`src/rtl/cfg_router_pkg.sv`:
```
package cfg_router_pkg;

  typedef enum logic [2:0] {
    RT_IDLE   = 3'd0,
    RT_HIDE   = 3'd1,
    RT_NOLINK = 3'd2,
    RT_BADDEV = 3'd3,
    RT_LOCAL  = 3'd4,
    RT_TLP    = 3'd5
  } route_e;

  localparam logic [1:0] SZ_BYTE = 2'd0;
  localparam logic [1:0] SZ_HALF = 2'd1;

  function automatic logic is_suppressed(route_e r);
    return (r == RT_HIDE) || (r == RT_NOLINK) || (r == RT_BADDEV);
  endfunction

endpackage

```
`src/rtl/cfg_classify.sv`:
```
module cfg_classify
  import cfg_router_pkg::*;
#(
  parameter int BUS_W   = 8,
  parameter int DEV_W   = 5,
  parameter int FN_W    = 3,
  parameter int OFF_W   = 12,
  parameter int BAR_OFF = 'h10
) (
  input  logic [BUS_W-1:0] bus,
  input  logic [DEV_W-1:0] dev,
  input  logic [FN_W-1:0]  fn,
  input  logic [OFF_W-1:0] off,
  input  logic [BUS_W-1:0] root_bus,
  input  logic             link_up,
  output route_e           route
);
  localparam logic [OFF_W-1:0] BAR_O = OFF_W'(BAR_OFF);

  logic [BUS_W-1:0] below_bus;
  logic             on_root;
  logic             on_below;
  logic             hide_hit;

  always_comb begin
    below_bus = root_bus + BUS_W'(1);
    on_root   = (bus == root_bus);
    on_below  = (bus == below_bus);
    hide_hit  = on_root && (dev == '0) && (fn == '0) && (off == BAR_O);
    if (hide_hit)
      route = RT_HIDE;
    else if (!on_root && !link_up)
      route = RT_NOLINK;
    else if ((on_root || on_below) && (dev != '0))
      route = RT_BADDEV;
    else if (on_root)
      route = RT_LOCAL;
    else
      route = RT_TLP;
  end
endmodule

```
`src/rtl/cfg_lane_pack.sv`:
```
module cfg_lane_pack
  import cfg_router_pkg::*;
#(
  parameter int DATA_W = 32
) (
  input  logic [1:0]        lane,
  input  logic [1:0]        size,
  input  logic [DATA_W-1:0] wdata,
  output logic [3:0]        be,
  output logic [DATA_W-1:0] lane_wdata,
  output logic [DATA_W-1:0] ones_rdata
);
  localparam int LANES = DATA_W / 8;

  logic [LANES-1:0] ones_mask;

  always_comb begin
    case (size)
      SZ_BYTE: be = 4'b0001 << lane;
      SZ_HALF: be = 4'b0011 << lane;
      default: be = 4'b1111;
    endcase
    case (size)
      SZ_BYTE: ones_mask = LANES'(1);
      SZ_HALF: ones_mask = LANES'(3);
      default: ones_mask = '1;
    endcase
    lane_wdata = wdata << {lane, 3'b000};
  end

  for (genvar g = 0; g < LANES; g++) begin : g_ones
    assign ones_rdata[g*8 +: 8] = {8{ones_mask[g]}};
  end
endmodule

```
`src/rtl/cfg_access_router.sv`:
```
module cfg_access_router
  import cfg_router_pkg::*;
#(
  parameter int BUS_W          = 8,
  parameter int DEV_W          = 5,
  parameter int FN_W           = 3,
  parameter int OFF_W          = 12,
  parameter int DATA_W         = 32,
  parameter int LSTAT_W        = 16,
  parameter int LINK_BIT       = 13,
  parameter int BAR_OFF        = 'h10,
  parameter int PRI_BUS_OFF    = 'h18,
  parameter int ROOT_BUS_RESET = 0
) (
  input  logic               clk,
  input  logic               rst_n,
  input  logic               req_valid,
  input  logic               req_write,
  input  logic [BUS_W-1:0]   req_bus,
  input  logic [DEV_W-1:0]   req_dev,
  input  logic [FN_W-1:0]    req_fn,
  input  logic [OFF_W-1:0]   req_off,
  input  logic [1:0]         req_size,
  input  logic [DATA_W-1:0]  req_wdata,
  input  logic [LSTAT_W-1:0] link_status,
  output logic               loc_valid,
  output logic               loc_write,
  output logic [OFF_W-1:0]   loc_off,
  output logic [1:0]         loc_size,
  output logic [DATA_W-1:0]  loc_wdata,
  output logic               tlp_valid,
  output logic               tlp_write,
  output logic [BUS_W-1:0]   tlp_bus,
  output logic [DEV_W-1:0]   tlp_dev,
  output logic [FN_W-1:0]    tlp_fn,
  output logic [OFF_W-1:0]   tlp_dw_off,
  output logic [3:0]         tlp_be,
  output logic [DATA_W-1:0]  tlp_wdata,
  output logic               sup_done,
  output logic [DATA_W-1:0]  sup_rdata
);
  localparam logic [OFF_W-1:0] PRI_O    = OFF_W'(PRI_BUS_OFF);
  localparam logic [BUS_W-1:0] ROOT_RST = BUS_W'(ROOT_BUS_RESET);

  route_e            route;
  logic              link_up;
  logic [3:0]        be_c;
  logic [DATA_W-1:0] lane_wdata_c;
  logic [DATA_W-1:0] ones_c;

  logic [BUS_W-1:0]  root_q, root_d;
  logic              loc_v_d, tlp_v_d, sup_v_d;
  logic              loc_en, tlp_en, sup_en;
  logic [DATA_W-1:0] sup_rdata_d;

  assign link_up = link_status[LINK_BIT];

  cfg_classify #(
    .BUS_W(BUS_W), .DEV_W(DEV_W), .FN_W(FN_W), .OFF_W(OFF_W), .BAR_OFF(BAR_OFF)
  ) u_classify (
    .bus(req_bus), .dev(req_dev), .fn(req_fn), .off(req_off),
    .root_bus(root_q), .link_up(link_up), .route(route)
  );

  cfg_lane_pack #(.DATA_W(DATA_W)) u_pack (
    .lane(req_off[1:0]), .size(req_size), .wdata(req_wdata),
    .be(be_c), .lane_wdata(lane_wdata_c), .ones_rdata(ones_c)
  );

  // next-state
  always_comb begin
    loc_v_d     = req_valid && (route == RT_LOCAL);
    tlp_v_d     = req_valid && (route == RT_TLP);
    sup_v_d     = req_valid && is_suppressed(route);
    loc_en      = loc_v_d;
    tlp_en      = tlp_v_d;
    sup_en      = sup_v_d;
    sup_rdata_d = req_write ? '0 : ones_c;
    root_d      = root_q;
    if (loc_v_d && req_write && (req_off == PRI_O))
      root_d = req_wdata[BUS_W-1:0];
  end

  // control registers
  always_ff @(posedge clk or negedge rst_n) begin
    if (!rst_n) begin
      root_q    <= ROOT_RST;
      loc_valid <= 1'b0;
      tlp_valid <= 1'b0;
      sup_done  <= 1'b0;
    end else begin
      root_q    <= root_d;
      loc_valid <= loc_v_d;
      tlp_valid <= tlp_v_d;
      sup_done  <= sup_v_d;
    end
  end

  // data registers, enabled per path
  always_ff @(posedge clk) begin
    if (loc_en) begin
      loc_write <= req_write;
      loc_off   <= req_off;
      loc_size  <= req_size;
      loc_wdata <= req_wdata;
    end
    if (tlp_en) begin
      tlp_write  <= req_write;
      tlp_bus    <= req_bus;
      tlp_dev    <= req_dev;
      tlp_fn     <= req_fn;
      tlp_dw_off <= {req_off[OFF_W-1:2], 2'b00};
      tlp_be     <= be_c;
      tlp_wdata  <= lane_wdata_c;
    end
    if (sup_en)
      sup_rdata <= sup_rdata_d;
  end
endmodule

```
`config.mk`:
```
export PLATFORM = sky130hd
export DESIGN_NAME = cfg_access_router
export DESIGN_NICKNAME = d
export VERILOG_FILES = /design/src/rtl/cfg_router_pkg.sv /design/src/rtl/cfg_classify.sv /design/src/rtl/cfg_lane_pack.sv /design/src/rtl/cfg_access_router.sv
export SDC_FILE = /design/constraint.sdc
export NUM_CORES = 1
export LEC_CHECK = 0
export ABC_AREA = 1
export BUFFER_PORTS_ARGS = -buffer_cell sky130_fd_sc_hd__buf_2
export CAP_MARGIN = 20
export CORE_MARGIN = 4
export CORE_UTILIZATION = 47
export CTS_CLUSTER_DIAMETER = 150
export DETAILED_ROUTE_END_ITERATION = 10
export GPL_TIMING_DRIVEN = 0
export PLACE_DENSITY = 0.8
export SLEW_MARGIN = 0
export SYNTH_ARGS = -nofsm -noshare
export SYNTH_HDL_FRONTEND = slang
export SYNTH_SLANG_ARGS = --single-unit
```
`constraint.sdc`:
```
create_clock -name clk -period 4.9 [get_ports clk]
set_input_delay 0.49 -clock clk [delete_from_list [all_inputs] [get_ports clk]]
set_output_delay 0.49 -clock clk [all_outputs]
set_load 0.01 [all_outputs]
```
==> results of run 1 <==
[worst register-to-register path: stages (launching register included)]
cell and delay, ns:
sky130_fd_sc_hd__dfrtp_1 0.43, sky130_fd_sc_hd__ha_1 0.25, sky130_fd_sc_hd__nand3_1 0.16, sky130_fd_sc_hd__nor2_1 0.13
sky130_fd_sc_hd__nand2_1 0.06, sky130_fd_sc_hd__nand2_1 0.06, sky130_fd_sc_hd__nor2_1 0.04, sky130_fd_sc_hd__nand3_1 0.07
sky130_fd_sc_hd__nand2_1 0.06, sky130_fd_sc_hd__nand2_1 0.05, sky130_fd_sc_hd__nand2_1 0.09, sky130_fd_sc_hd__nor2_4 0.69
sky130_fd_sc_hd__buf_12 0.31
[through the flow]
step | instance area [um2] | hold slack [ns]
global placement | 6320 | 0.369
CTS | 6970 | 0.165
finish | 6970 | 0.179
floorplan | 5090 | 0.194
detailed placement | 6420 | 0.381
global route | 6970 | 0.149
[power groups by stage]
stage	sequential [uW]	combinational, uW	clock (uW)
detailed placement	1220	192	0
CTS	1200	194	1160
finish	1200	193	1150
floorplan	1230	78.5	0
global placement	1220	181	0
global route	1200	213	1220
[layout make-up]
class	count	area, um2	share of cell area
flip-flops and latches	124	3670	0.526
repair buffers	216	1160	0.166
multi-input cells	206	1030	0.148
clock buffers	20	425	0.0610
plain buffers	41	278	0.0398
well taps	136	170	0.0244
inverters	33	124	0.0178
clock inverters	11	121	0.0174
[registers in the layout (all words and copies together), names as in the netlist, 4 cells and up]
register,cells
tlp_bus,8
loc_off,12
root_q,8
tlp_dw_off,10
tlp_be,4
tlp_wdata,32
loc_wdata,32
tlp_dev,5
[worst min-delay path by stage]
| stage | from | end | slack, ns | cells past startpoint |
|---|---|---|---|---|
| 2_1_floorplan | rst_n | loc_valid$_DFF_PN0_ | 0.19 | 0 |
| 4_1_cts | req_wdata[29] | loc_wdata[29]$_DFFE_PP_ | 0.17 | 1 |
| 6_report | req_wdata[29] | loc_wdata[29]$_DFFE_PP_ | 0.18 | 1 |
| 3_5_place_dp | rst_n | tlp_valid$_DFF_PN0_ | 0.38 | 1 |
| 3_3_place_gp | rst_n | tlp_valid$_DFF_PN0_ | 0.37 | 1 |
| 5_1_grt | req_wdata[29] | loc_wdata[29]$_DFFE_PP_ | 0.15 | 1 |
[cell usage in the layout, fill, tap and decap left out, types with 2 or more instances in the layout]
master,Yosys,layout
sky130_fd_sc_hd__buf_2,0,211
sky130_fd_sc_hd__edfxtp_1,113,113
sky130_fd_sc_hd__nand2_1,84,84
sky130_fd_sc_hd__nor2_1,47,46
sky130_fd_sc_hd__buf_4,31,31
sky130_fd_sc_hd__inv_1,30,30
sky130_fd_sc_hd__nand3_1,16,16
sky130_fd_sc_hd__clkbuf_16,0,16
sky130_fd_sc_hd__clkbuf_1,9,12
sky130_fd_sc_hd__dfrtp_1,11,11
sky130_fd_sc_hd__o21ai_0,10,10
sky130_fd_sc_hd__a21oi_1,9,9
sky130_fd_sc_hd__a22oi_1,8,8
sky130_fd_sc_hd__o32ai_1,8,8
sky130_fd_sc_hd__xor2_1,4,4
sky130_fd_sc_hd__clkinvlp_4,0,4
sky130_fd_sc_hd__xnor2_1,3,3
sky130_fd_sc_hd__nor3_4,3,3
sky130_fd_sc_hd__clkinv_1,1,2
sky130_fd_sc_hd__inv_2,2,2
sky130_fd_sc_hd__nor4_1,2,2
sky130_fd_sc_hd__conb_1,1,2
sky130_fd_sc_hd__clkinv_2,0,2
sky130_fd_sc_hd__bufinv_16,0,2
sky130_fd_sc_hd__buf_16,0,2
[kinds of logic (layout without fill, tap and decap cells)]
group                    count (synthesis)  in the layout
buffers and inverters                   74            321
other                                    1              2
AND/OR/NAND/NOR                        161            161
flip-flops                             124            124
XOR/XNOR                                 7              7
AO/OA/AOI/OAI                           35             35
adder cells (fa/ha/maj)                  1              1
[per-layer routing]
layer / wire length (um) / global-route usage
met5: 0 / 0
met4: 178 / 0.0585
met3: 1280 / 0.0792
met2: 6800 / 0.373
met1: 4980 / 0.250
==> results.rst, run 1 <==
.. list-table::
   :header-rows: 1

   * - Metric
     - Value
   * - Combinational Power Share
     - 0.076
   * - Core region area
     - 10400 um2
   * - Clock-pin slew on the worst setup and hold paths
     - 0.06 ns
   * - Worst Path Buf+Inv
     - 1
   * - Worst Path Required
     - around 5.1 ns
   * - Clock root buffer
     - sky130_fd_sc_hd__clkbuf_8
   * - Vias/cell
     - about 4.9
   * - Placed Instances
     - between 700 and 800
   * - All-Layer GR Usage
     - 0.214
   * - Dominant combinational cell family by area after synthesis
     - simple AND/OR/NAND/NOR gates
   * - Critical Path Source Type
     - flop
   * - Layout Skew
     - between 0.008 and 0.009 ns
   * - Number of buffers created by CTS
     - 17
   * - Signal arrival time at the worst endpoint
     - ~3 ns
   * - Number of buffers added for setup after CTS
     - 0
   * - Flop pwr share
     - 0.470
   * - Total number of clock tree sinks
     - approximately 120
   * - Seq cells post-synth
     - between 100 and 150
   * - Proportion of synthesized area in mux cells
     - 0
   * - Vertical die dimension
     - ~110 um
   * - Parity-gate share of the synthesized area counting xor and xnor cells
     - 0.0120
   * - Crit-path most repeated cell
     - sky130_fd_sc_hd__nand2_1
   * - Total Wirelength
     - between 10 and 15 mm
   * - Reg-to-reg setup timing slack
     - roughly 2.2 ns
   * - Final number of hold-violating endpoints
     - 0
   * - Reg2Reg Capture Point
     - tlp_wdata[18]$_DFFE_PP_
   * - Min-Delay Path Class
     - in2reg
   * - Post-Synthesis Cell Area
     - 5090 um2
   * - Number of max-cap violations
     - 0
   * - Worst slack at placement
     - 2.18 ns
   * - I/O Buffers
     - between 200 and 250
   * - Maximum ir drop on the vdd rail
     - 258 uV
   * - Share of the synthesized area in the top cell type
     - 0.667
   * - Number of stages on the worst setup path
     - 12
   * - Unrepaired setup endpoints after global routing
     - false
   * - Leakage
     - approximately 0.0031 uW
   * - Largest area contributor in the synthesized netlist
     - sky130_fd_sc_hd__edfxtp_1
   * - Fraction of final layout cells with drive strength greater than 1
     - 0.441
   * - Total chip power
     - approximately 2500 uW
   * - Cell with the most instances after synthesis
     - sky130_fd_sc_hd__edfxtp_1
   * - Critical Path End
     - tlp_wdata[18]$_DFFE_PP_
   * - # rows
     - 37
   * - Kind of cell adding the most delay to the critical path
     - simple AND/OR/NAND/NOR gates
   * - P per Cell Area
     - between 300 and 400 nW/um2
   * - Final worst path period share
     - 0.558
   * - Post-DP HPWL
     - 10.1 mm
   * - Pin slew with the least headroom to its limit
     - about 0.89 ns
   * - Placer's final routability congestion estimate
     - roughly 0.79
   * - P_int
     - 1980 uW
   * - Io pins
     - ~230
   * - Vias in the first global route
     - between 4000 and 5000
   * - Ys flop type
     - sky130_fd_sc_hd__edfxtp_1
   * - Relative contribution of the clock network to total power
     - 0.454
   * - Largest cells by area after synthesis
     - sky130_fd_sc_hd__edfxtp_1 67%, sky130_fd_sc_hd__nand2_1 6.2%, sky130_fd_sc_hd__dfrtp_1 5.4%, sky130_fd_sc_hd__buf_4 4.6%, sky130_fd_sc_hd__nor2_1 3.5%
   * - Starting DRC count in detailed routing
     - roughly 240
   * - Number of distinct library cell variants in the gate-level netlist after synthesis
     - 30
   * - Detailed-route DRC error count
     - 0
   * - Net switching power figure
     - 562 uW
   * - Number of flops mapped to enable cells by yosys
     - between 100 and 150
   * - Endpoints failing setup
     - 0
   * - Highest Clock Rate
     - roughly 370 MHz
   * - Share of synthesized area occupied by flip-flops and latches
     - 0.721
   * - Area share of fa/ha/maj cells after synthesis
     - 0.00246
   * - Die area
     - 12600 um2
   * - Accumulated negative setup slack
     - 0 ns
   * - Reg-to-Reg Start
     - root_q[1]$_DFFE_PN0P_
   * - Initial Util
     - 0.489
   * - Number of instances in the synthesized netlist
     - roughly 400
   * - Global route overflow
     - 0
   * - Fraction of the mapped netlist area in compound gates
     - 0.0442
   * - Post-layout utilization of the core
     - 0.670
   * - Initial antenna violation count
     - 0
   * - Number of H-tree levels
     - 4
   * - Worst setup EP type
     - flop
   * - Clock tree buffer depth
     - 2
   * - TritonCTS clock tree
     - yes
   * - Final count of pins violating max slew
     - 0
   * - Critical path class
     - reg2reg
   * - Global-route wire length before repair
     - 21.0 mm
   * - Critical path's slowest cell
     - sky130_fd_sc_hd__nor2_4
   * - Die Span X
     - 112 um
   * - Post-Syn Area per Cell
     - around 13 um2
   * - List of most frequent post-synthesis cells
     - 113 x sky130_fd_sc_hd__edfxtp_1, 84 x sky130_fd_sc_hd__nand2_1, 47 x sky130_fd_sc_hd__nor2_1
   * - Final worst-path setup slack
     - around 2.2 ns
   * - Worst slew margin relative to its limit
     - 0.408
   * - Worst-case reg-to-reg path depth
     - 12
   * - Peak fanout along the critical path
     - 36
   * - Antenna Cells
     - 0
   * - Number of routed nets with antenna violations
     - 0
   * - Clock latency at the later pin of the worst-skew pair
     - 0.50 ns
   * - Startpoint of the most critical setup path
     - root_q[1]$_DFFE_PN0P_
   * - Maximum number of pins on one net before global-route repair
     - 37
   * - Outcome
     - complete, no violations
   * - Count of synthesis-stage warnings from yosys
     - 0
   * - Initial DRT Pass Iterations
     - 4
   * - Synthesized-area fraction occupied by and/or/nand/nor cells
     - 0.141
   * - Area growth from synthesis to layout
     - 37.0%
   * - Post-layout min period
     - between 2 and 3 ns
   * - Crit-path max cell delay
     - just under 0.7 ns
   * - Switching power share of the total
     - 0.221
   * - Nets
     - between 700 and 800
   * - Filler-free cell count of the finished design
     - 787
   * - Count of filler cells inserted in the layout
     - between 700 and 800
   * - Hold-fix buffers, CTS
     - 1
   * - Cell-by-cell trace of the critical path
     - ha_1, nand3_1, nor2_1, nand2_1, nand2_1, nor2_1, nand3_1, nand2_1, nand2_1, nand2_1, nor2_4, buf_12
   * - Resized cells post-CTS
     - 0
   * - DR vias
     - between 3000 and 4000
   * - Asr flop ratio synth
     - 0.0887
   * - Routed wire length per instance
     - between 15 and 20 um
No activity file was read; power rests on OpenSTA's default activity.
==> inputs of run 2 (changes only) <==
CORE_UTILIZATION = 42   (was 47)
PLACE_DENSITY = 0.75   (was 0.8)
clock period = 2.5 ns   (was 4.9 ns; I/O delays follow)
==> run 2 against run 1 <==
  * Clock skew fell by 0.0011 ns
  * Critical endpoint is now tlp_wdata[4]$_SDFFCE_PP0P_
  * Die area rose by 11%
  * Largest cell class unchanged
  * Worst hold slack got worse by 0.15 ns
==> results.rst, run 2 (synthesis gave the netlist of run 1 again) <==
.. list-table::
   :header-rows: 1

   * - Metric
     - Value
   * - Vias/cell
     - 4.87 (-1.3%)
   * - Maximum number of pins on one net before global-route repair
     - 28 (-24%)
   * - Critical Path End
     - tlp_wdata[4]$_SDFFCE_PP0P_
   * - Io pins
     - 229 (unchanged)
   * - Total area of multi-input combinational cells
     - 1040 um2 (+0.73%)
   * - Placer's final routability congestion estimate
     - 0.892 (+13%)
   * - P per Cell Area
     - 693 nW/um2 (+90%)
   * - Min-Delay Path Class
     - in2reg
   * - Leakage
     - 0.00315 uW (+0.69%)
   * - Critical Path Source Type
     - flop
   * - Pin slew with the least headroom to its limit
     - 0.588 ns (-0.298 ns)
   * - # rows
     - 39 (+5.4%)
   * - Fraction of final layout cells with drive strength greater than 1
     - 0.446 (+0.00478)
   * - Startpoint of the most critical setup path
     - root_q[0]$_DFFE_PN0P_
   * - Clock latency at the later pin of the worst-skew pair
     - 0.41 ns (-0.09 ns)
   * - Area growth from synthesis to layout
     - 37.7%
   * - Detailed-route DRC error count
     - 0 (unchanged)
   * - Reg-to-reg setup timing slack
     - 0.17 ns (-1.99 ns)
   * - Total Wirelength
     - 12.9 mm (-2.5%)
   * - Initial Util
     - 0.436 (-0.0522)
   * - Layout Skew
     - 0.00743 ns (-0.00106 ns)
   * - Reg2Reg Capture Point
     - tlp_wdata[4]$_SDFFCE_PP0P_
   * - Clock tree buffer depth
     - 2 (unchanged)
   * - Peak fanout along the critical path
     - 27 (-25%)
   * - Initial DRT Pass Iterations
     - 4 (unchanged)
   * - All-Layer GR Usage
     - 0.190 (-0.0237)
   * - Critical path class
     - reg2reg
   * - I/O Buffers
     - 211 (unchanged)
   * - Worst Path Required
     - 2.60 ns (-2.49 ns)
   * - Global-route wire length before repair
     - 20.7 mm (-1.2%)
   * - Final count of pins violating max slew
     - 0 (unchanged)
   * - Starting DRC count in detailed routing
     - 245 (+1.2%)
   * - Worst slack at placement
     - -0.118 ns (-2.30 ns)
   * - Post-DP HPWL
     - 9.85 mm (-2.5%)
   * - Nets
     - 726 (+0.55%)
   * - Die Span X
     - 118 um (+5.4%)
   * - Number of buffers created by CTS
     - 17 (unchanged)
   * - Worst-case reg-to-reg path depth
     - 14 (+2)
   * - Worst slew margin relative to its limit
     - 0.608 (+0.200)
   * - Global route overflow
     - 0 (unchanged)
   * - Outcome
     - complete, no violations
   * - Number of H-tree levels
     - 4 (unchanged)
   * - Die area
     - 13900 um2 (+11%)
   * - Post-layout utilization of the core
     - 0.601 (-0.0684)
   * - Routed wire length per instance
     - 16.2 um (-3.6%)
   * - Largest registers
     - loc_wdata x32, tlp_wdata x32, loc_off x12
   * - Sequential Area
     - 3670 um2 (about the same)
   * - Reg-to-Reg Start
     - root_q[0]$_DFFE_PN0P_
   * - Vertical die dimension
     - 118 um (+5.4%)
   * - Endpoints failing setup
     - 0 (unchanged)
   * - Number of routed nets with antenna violations
     - 0 (unchanged)
   * - Signal arrival time at the worst endpoint
     - 2.43 ns (-0.49 ns)
   * - Area of all placed cells without fillers
     - 7010 um2 (+0.52%)
   * - Clock-pin slew on the worst setup and hold paths
     - 0.05 ns (about the same)
   * - Number of max-cap violations
     - 0 (unchanged)
   * - Highest Clock Rate
     - 429 MHz (+17%)
   * - Worst setup EP type
     - flop
   * - Antenna Cells
     - 0 (unchanged)
   * - Unrepaired setup endpoints after global routing
     - false
   * - Total cell area at the placement stage
     - 6450 um2 (+0.45%)
   * - Final worst path period share
     - 0.932 (+0.374)
   * - Final number of hold-violating endpoints
     - 0 (unchanged)
   * - Post-layout min period
     - 2.33 ns (-0.405 ns)
   * - DR vias
     - 3874 (-0.18%)
   * - Final worst-path setup slack
     - 0.171 ns (-1.99 ns)
   * - Clock root buffer
     - sky130_fd_sc_hd__clkbuf_16
   * - Count of filler cells inserted in the layout
     - 927 (+22%)
   * - Total number of clock tree sinks
     - 124 (unchanged)
   * - Core region area
     - 11700 um2 (+12%)
   * - Commonest cells after routing, fill and taps aside
     - 211 x sky130_fd_sc_hd__buf_2, 113 x sky130_fd_sc_hd__edfxtp_1, 84 x sky130_fd_sc_hd__nand2_1
   * - Maximum ir drop on the vdd rail
     - 465 uV (+80%)
   * - Total chip power
     - 4860 uW (+91%)
   * - TritonCTS clock tree
     - yes
   * - Initial antenna violation count
     - 0 (unchanged)
   * - Most frequent standard cell in the layout excluding fill and tap cells
     - sky130_fd_sc_hd__buf_2
   * - Vias in the first global route
     - 4041 (+0.55%)
   * - Accumulated negative setup slack
     - 0 ns (unchanged)
[run 2: cell count changes in the layout (fill, tap and decap cells not counted), moves of 2 or more]
cell,delta
sky130_fd_sc_hd__buf_4,+3
sky130_fd_sc_hd__clkinv_2,+3
sky130_fd_sc_hd__clkbuf_1,-2
sky130_fd_sc_hd__clkinv_1,+2
sky130_fd_sc_hd__clkinvlp_4,-2
[run 2: how the worst min path moves through the flow]
| stage | start | cells after the start | slack (ns) | to |
|---|---|---|---|---|
| after CTS | req_dev[0] | 1 | 0.005 | tlp_dev[0]$_DFFE_PP_ |
| after detailed placement | rst_n | 1 | 0.14 | root_q[7]$_DFFE_PN0P_ |
| after global routing | req_dev[0] | 1 | 0.008 | tlp_dev[0]$_DFFE_PP_ |
| final | req_dev[0] | 1 | 0.03 | tlp_dev[0]$_DFFE_PP_ |
| after floorplan | rst_n | 0 | -0.05 | loc_valid$_DFF_PN0_ |
| after global placement | rst_n | 1 | 0.13 | root_q[1]$_DFFE_PN0P_ |
[run 2: cell type report]
cell class	instances	area share
clock inverters	11	0.0116
inverters	33	0.0177
plain buffers	41	0.0396
well taps	143	0.0255
multi-input cells	206	0.148
repair buffers	220	0.173
flip-flops and latches	124	0.523
clock buffers	18	0.0612
[run 2: critical path, cell delays in order (launching register included)]
cell and delay (ns):
sky130_fd_sc_hd__dfrtp_1 0.44, sky130_fd_sc_hd__ha_1 0.26, sky130_fd_sc_hd__nand3_1 0.15, sky130_fd_sc_hd__inv_1 0.05, sky130_fd_sc_hd__nand2_1 0.07, sky130_fd_sc_hd__nand2_1 0.06, sky130_fd_sc_hd__nand2_1 0.05, sky130_fd_sc_hd__nor2_1 0.04
sky130_fd_sc_hd__nand3_1 0.09, sky130_fd_sc_hd__nand2_1 0.06, sky130_fd_sc_hd__nand2_1 0.05, sky130_fd_sc_hd__nand2_1 0.09, sky130_fd_sc_hd__nor2_4 0.19, sky130_fd_sc_hd__buf_16 0.20, sky130_fd_sc_hd__buf_12 0.20
[run 2: report_power, final]
group          internal (uW)  total (uW)  switching [uW]
clock                   1320        2130             810
sequential              2330        2340            15.1
combinational            155         383             228
total                   3810        4860            1050
[run 2: metrics by stage]
stage	cells	hold WS, ns
6_report	796	0.0322
3_3_place_gp	758	0.133
3_5_place_dp	762	0.143
5_1_grt	796	0.00753
4_1_cts	793	0.00455
2_1_floorplan	404	-0.0456
[run 2: timing repair]
action / in CTS / in global routing
gates cloned: 0 / 0
setup endpoints to repair: 27 / 69
buffers inserted: 1 / 3
gates resized for setup: 0 / 1
hold buffers: 1 / 0
pin swaps: 1 / 1
hold endpoints to repair: 11 / 0
[run 2: metal layers]
metal,wire length [um],GRT usage,up-vias
met5,0,0,-
met4,223,0.0908,0
met3,1270,0.0702,18
met2,6400,0.311,215
met1,5030,0.221,1806
li1,-,-,1835
==> inputs of run 3 (changes only) <==
CORE_ASPECT_RATIO = 2   (was not set)
PLACE_DENSITY = 0.85   (was 0.75)
==> run 3 against run 2 <==
  * Worst hold slack better by 0.012 ns
  * Wire length is 11% higher
  * Count of clock-buffer cells in the layout stayed put
  * Sequential power hardly changed
  * Worst setup slack better by 0.037 ns
  * Sequential share of layout area is 0.065 points lower
  * Global-route usage is 1.5 points higher
  * Sequential cell count stayed put
  * Critical path type unchanged
  * Highest routed layer unchanged
==> results.rst, run 3 (synthesis gave the netlist of run 1 again) <==
.. list-table::
   :header-rows: 1

   * - Metric
     - Value
   * - Final count of pins violating max slew
     - 0 (unchanged)
   * - Sequential Area
     - 3670 um2 (about the same)
   * - Number of buffers created by CTS
     - 17 (unchanged)
   * - Die Span X
     - 85.8 um (-27%)
   * - Endpoints failing setup
     - 0 (unchanged)
   * - Antenna Cells
     - 0 (unchanged)
   * - Clock root buffer
     - sky130_fd_sc_hd__clkbuf_16
   * - Routed wire length per instance
     - 18.0 um (+11%)
   * - Vias in the first global route
     - 4190 (+3.7%)
   * - Leakage
     - 0.00316 uW (+0.12%)
   * - Area of all placed cells without fillers
     - 7020 um2 (about the same)
   * - Global route overflow
     - 0 (unchanged)
   * - Post-route worst hold slack
     - 0.0439 ns (+0.0117 ns)
   * - Number of H-tree levels
     - 4 (unchanged)
   * - Critical path class
     - reg2reg
   * - Unrepaired setup endpoints after global routing
     - false
   * - Total chip power
     - 5090 uW (+4.7%)
   * - Initial Util
     - 0.432 (-0.00404)
   * - TritonCTS clock tree
     - yes
   * - Io pins
     - 229 (unchanged)
   * - Pin slew with the least headroom to its limit
     - 0.597 ns (+0.00839 ns)
   * - Startpoint of the most critical setup path
     - root_q[1]$_DFFE_PN0P_
   * - Filler-free cell count of the finished design
     - 798 (+0.25%)
   * - Global-route wire length before repair
     - 21.6 mm (+4.2%)
   * - Final worst path period share
     - 0.917 (-0.0148)
   * - Layout Skew
     - 0.0103 ns (+0.00290 ns)
   * - Vertical die dimension
     - 164 um (+39%)
   * - # rows
     - 56 (+44%)
   * - Largest registers
     - loc_wdata x32, tlp_wdata x32, loc_off x12
   * - Highest Clock Rate
     - 436 MHz (+1.6%)
   * - Clock tree buffer depth
     - 2 (unchanged)
   * - Post-layout min period
     - 2.29 ns (-0.0371 ns)
   * - Nets
     - 723 (-0.41%)
   * - Number of max-cap violations
     - 0 (unchanged)
   * - Commonest cells after routing, fill and taps aside
     - 211 x sky130_fd_sc_hd__buf_2, 113 x sky130_fd_sc_hd__edfxtp_1, 84 x sky130_fd_sc_hd__nand2_1
   * - Maximum number of pins on one net before global-route repair
     - 30 (+7.1%)
   * - Min-Delay Path Class
     - in2reg
   * - Maximum ir drop on the vdd rail
     - 531 uV (+14%)
   * - Core region area
     - 11800 um2 (+0.93%)
   * - I/O Buffers
     - 211 (unchanged)
   * - Post-DP HPWL
     - 11.2 mm (+13%)
   * - Worst slew margin relative to its limit
     - 0.602 (-0.00559)
   * - Resized cells post-CTS
     - 0 (unchanged)
   * - Final number of hold-violating endpoints
     - 0 (unchanged)
   * - Initial DRT Pass Iterations
     - 5 (+1)
   * - Peak fanout along the critical path
     - 52 (+93%)
   * - Area growth from synthesis to layout
     - 37.9% (about the same)
   * - DR vias
     - 3980 (+2.7%)
   * - Detailed-route DRC error count
     - 0 (unchanged)
   * - Most frequent standard cell in the layout excluding fill and tap cells
     - sky130_fd_sc_hd__buf_2
   * - Worst setup EP type
     - flop
   * - Count of filler cells inserted in the layout
     - 943 (+1.7%)
   * - Number of routed nets with antenna violations
     - 0 (unchanged)
   * - Reg-to-Reg Start
     - root_q[1]$_DFFE_PN0P_
   * - Worst-case reg-to-reg path depth
     - 12 (-2)
   * - Signal arrival time at the worst endpoint
     - 2.36 ns (-0.07 ns)
   * - Starting DRC count in detailed routing
     - 225 (-8.2%)
   * - Initial antenna violation count
     - 0 (unchanged)
   * - Worst Path Required
     - 2.57 ns (-0.03 ns)
   * - Clock-pin slew on the worst setup and hold paths
     - 0.06 ns (about the same)
   * - Placed Instances
     - 764 (+0.26%)
   * - Reg-to-reg setup timing slack
     - 0.21 ns (+0.04 ns)
   * - Total Wirelength
     - 14.4 mm (+11%)
   * - Die area
     - 14100 um2 (+0.76%)
   * - Clock latency at the later pin of the worst-skew pair
     - 0.40 ns (about the same)
   * - Total cell area at the placement stage
     - 6440 um2 (-0.16%)
   * - Fraction of final layout cells with drive strength greater than 1
     - 0.447 (+0.00153)
   * - Count of cells along the worst hold path
     - 1 (unchanged)
   * - Placer's final routability congestion estimate
     - 0.831 (-6.8%)
   * - Critical Path Source Type
     - flop
   * - Worst min-delay path startpoint
     - req_wdata[30]
   * - Vias/cell
     - 4.99 (+2.5%)
   * - Total area of multi-input combinational cells
     - 1040 um2 (unchanged)
   * - P per Cell Area
     - 725 nW/um2 (+4.6%)
   * - Total number of clock tree sinks
     - 124 (unchanged)
   * - Outcome
     - complete, no violations
   * - All-Layer GR Usage
     - 0.205 (+0.0151)
[run 3: worst max-delay path: stages, from the launching register on]
cell and delay (ns):
sky130_fd_sc_hd__dfrtp_1 0.43, sky130_fd_sc_hd__ha_1 0.24, sky130_fd_sc_hd__nand3_1 0.18, sky130_fd_sc_hd__nor2_1 0.14
sky130_fd_sc_hd__nand2_1 0.07, sky130_fd_sc_hd__nand2_1 0.07, sky130_fd_sc_hd__nor2_1 0.05, sky130_fd_sc_hd__nand3_1 0.09
sky130_fd_sc_hd__nand2_1 0.06, sky130_fd_sc_hd__nand2_1 0.06, sky130_fd_sc_hd__nand2_1 0.10, sky130_fd_sc_hd__nor2_4 0.17
sky130_fd_sc_hd__buf_16 0.27
[run 3: path summary, 6_finish.rpt]
kind | end
setup / recovery | tlp_bus[6]$_DFFE_PP_
hold / removal | loc_wdata[30]$_DFFE_PP_
setup reg to reg | tlp_bus[6]$_DFFE_PP_
hold reg to reg | root_q[7]$_DFFE_PN0P_
max in group asynchronous | root_q[1]$_DFFE_PN0P_
min in group asynchronous | tlp_valid$_DFF_PN0_
[run 3: layout make-up]
| class | instances | area share |
|---|---|---|
| Sequential cell | 124 | 0.523 |
| Timing Repair Buffer | 217 | 0.164 |
| Multi-Input combinational cell | 206 | 0.148 |
| Clock buffer | 18 | 0.0612 |
| Buffer | 41 | 0.0396 |
| Tap cell | 145 | 0.0259 |
| Clock inverter | 14 | 0.0209 |
| Inverter | 33 | 0.0177 |
[run 3: per-stage QoR]
step | utilization | setup WS (ns) | setup TNS [ns]
2_1_floorplan | - | -0.181 | -12.96
3_3_place_gp | 0.539 | -0.925 | -92.39
5_1_grt | 0.596 | 0.0247 | 0
3_5_place_dp | 0.547 | -0.229 | -10.51
4_1_cts | 0.598 | 0.0794 | 0
6_report | 0.596 | 0.208 | 0
[run 3: timing repair]
item,CTS,global route
buffers inserted,2,0
endpoints found under the setup margin,66,28
pin swaps,2,0
hold buffers,1,0
endpoints found under the hold margin,11,0
[run 3: layer usage]
metal,vias up,GRT usage,part of all wire
met1,1915,0.214,0.33
met3,31,0.0464,0.063
met4,0,0.106,0.035
met2,197,0.375,0.57
met5,-,0,0
li1,1837,-,-
[run 3: report_power, final]
| part | leakage (uW) | switching [uW] | internal, uW |
|---|---|---|---|
| sequential | 0.00121 | 17.5 | 2330 |
| clock | 0.000278 | 889 | 1470 |
| combinational | 0.00167 | 235 | 152 |
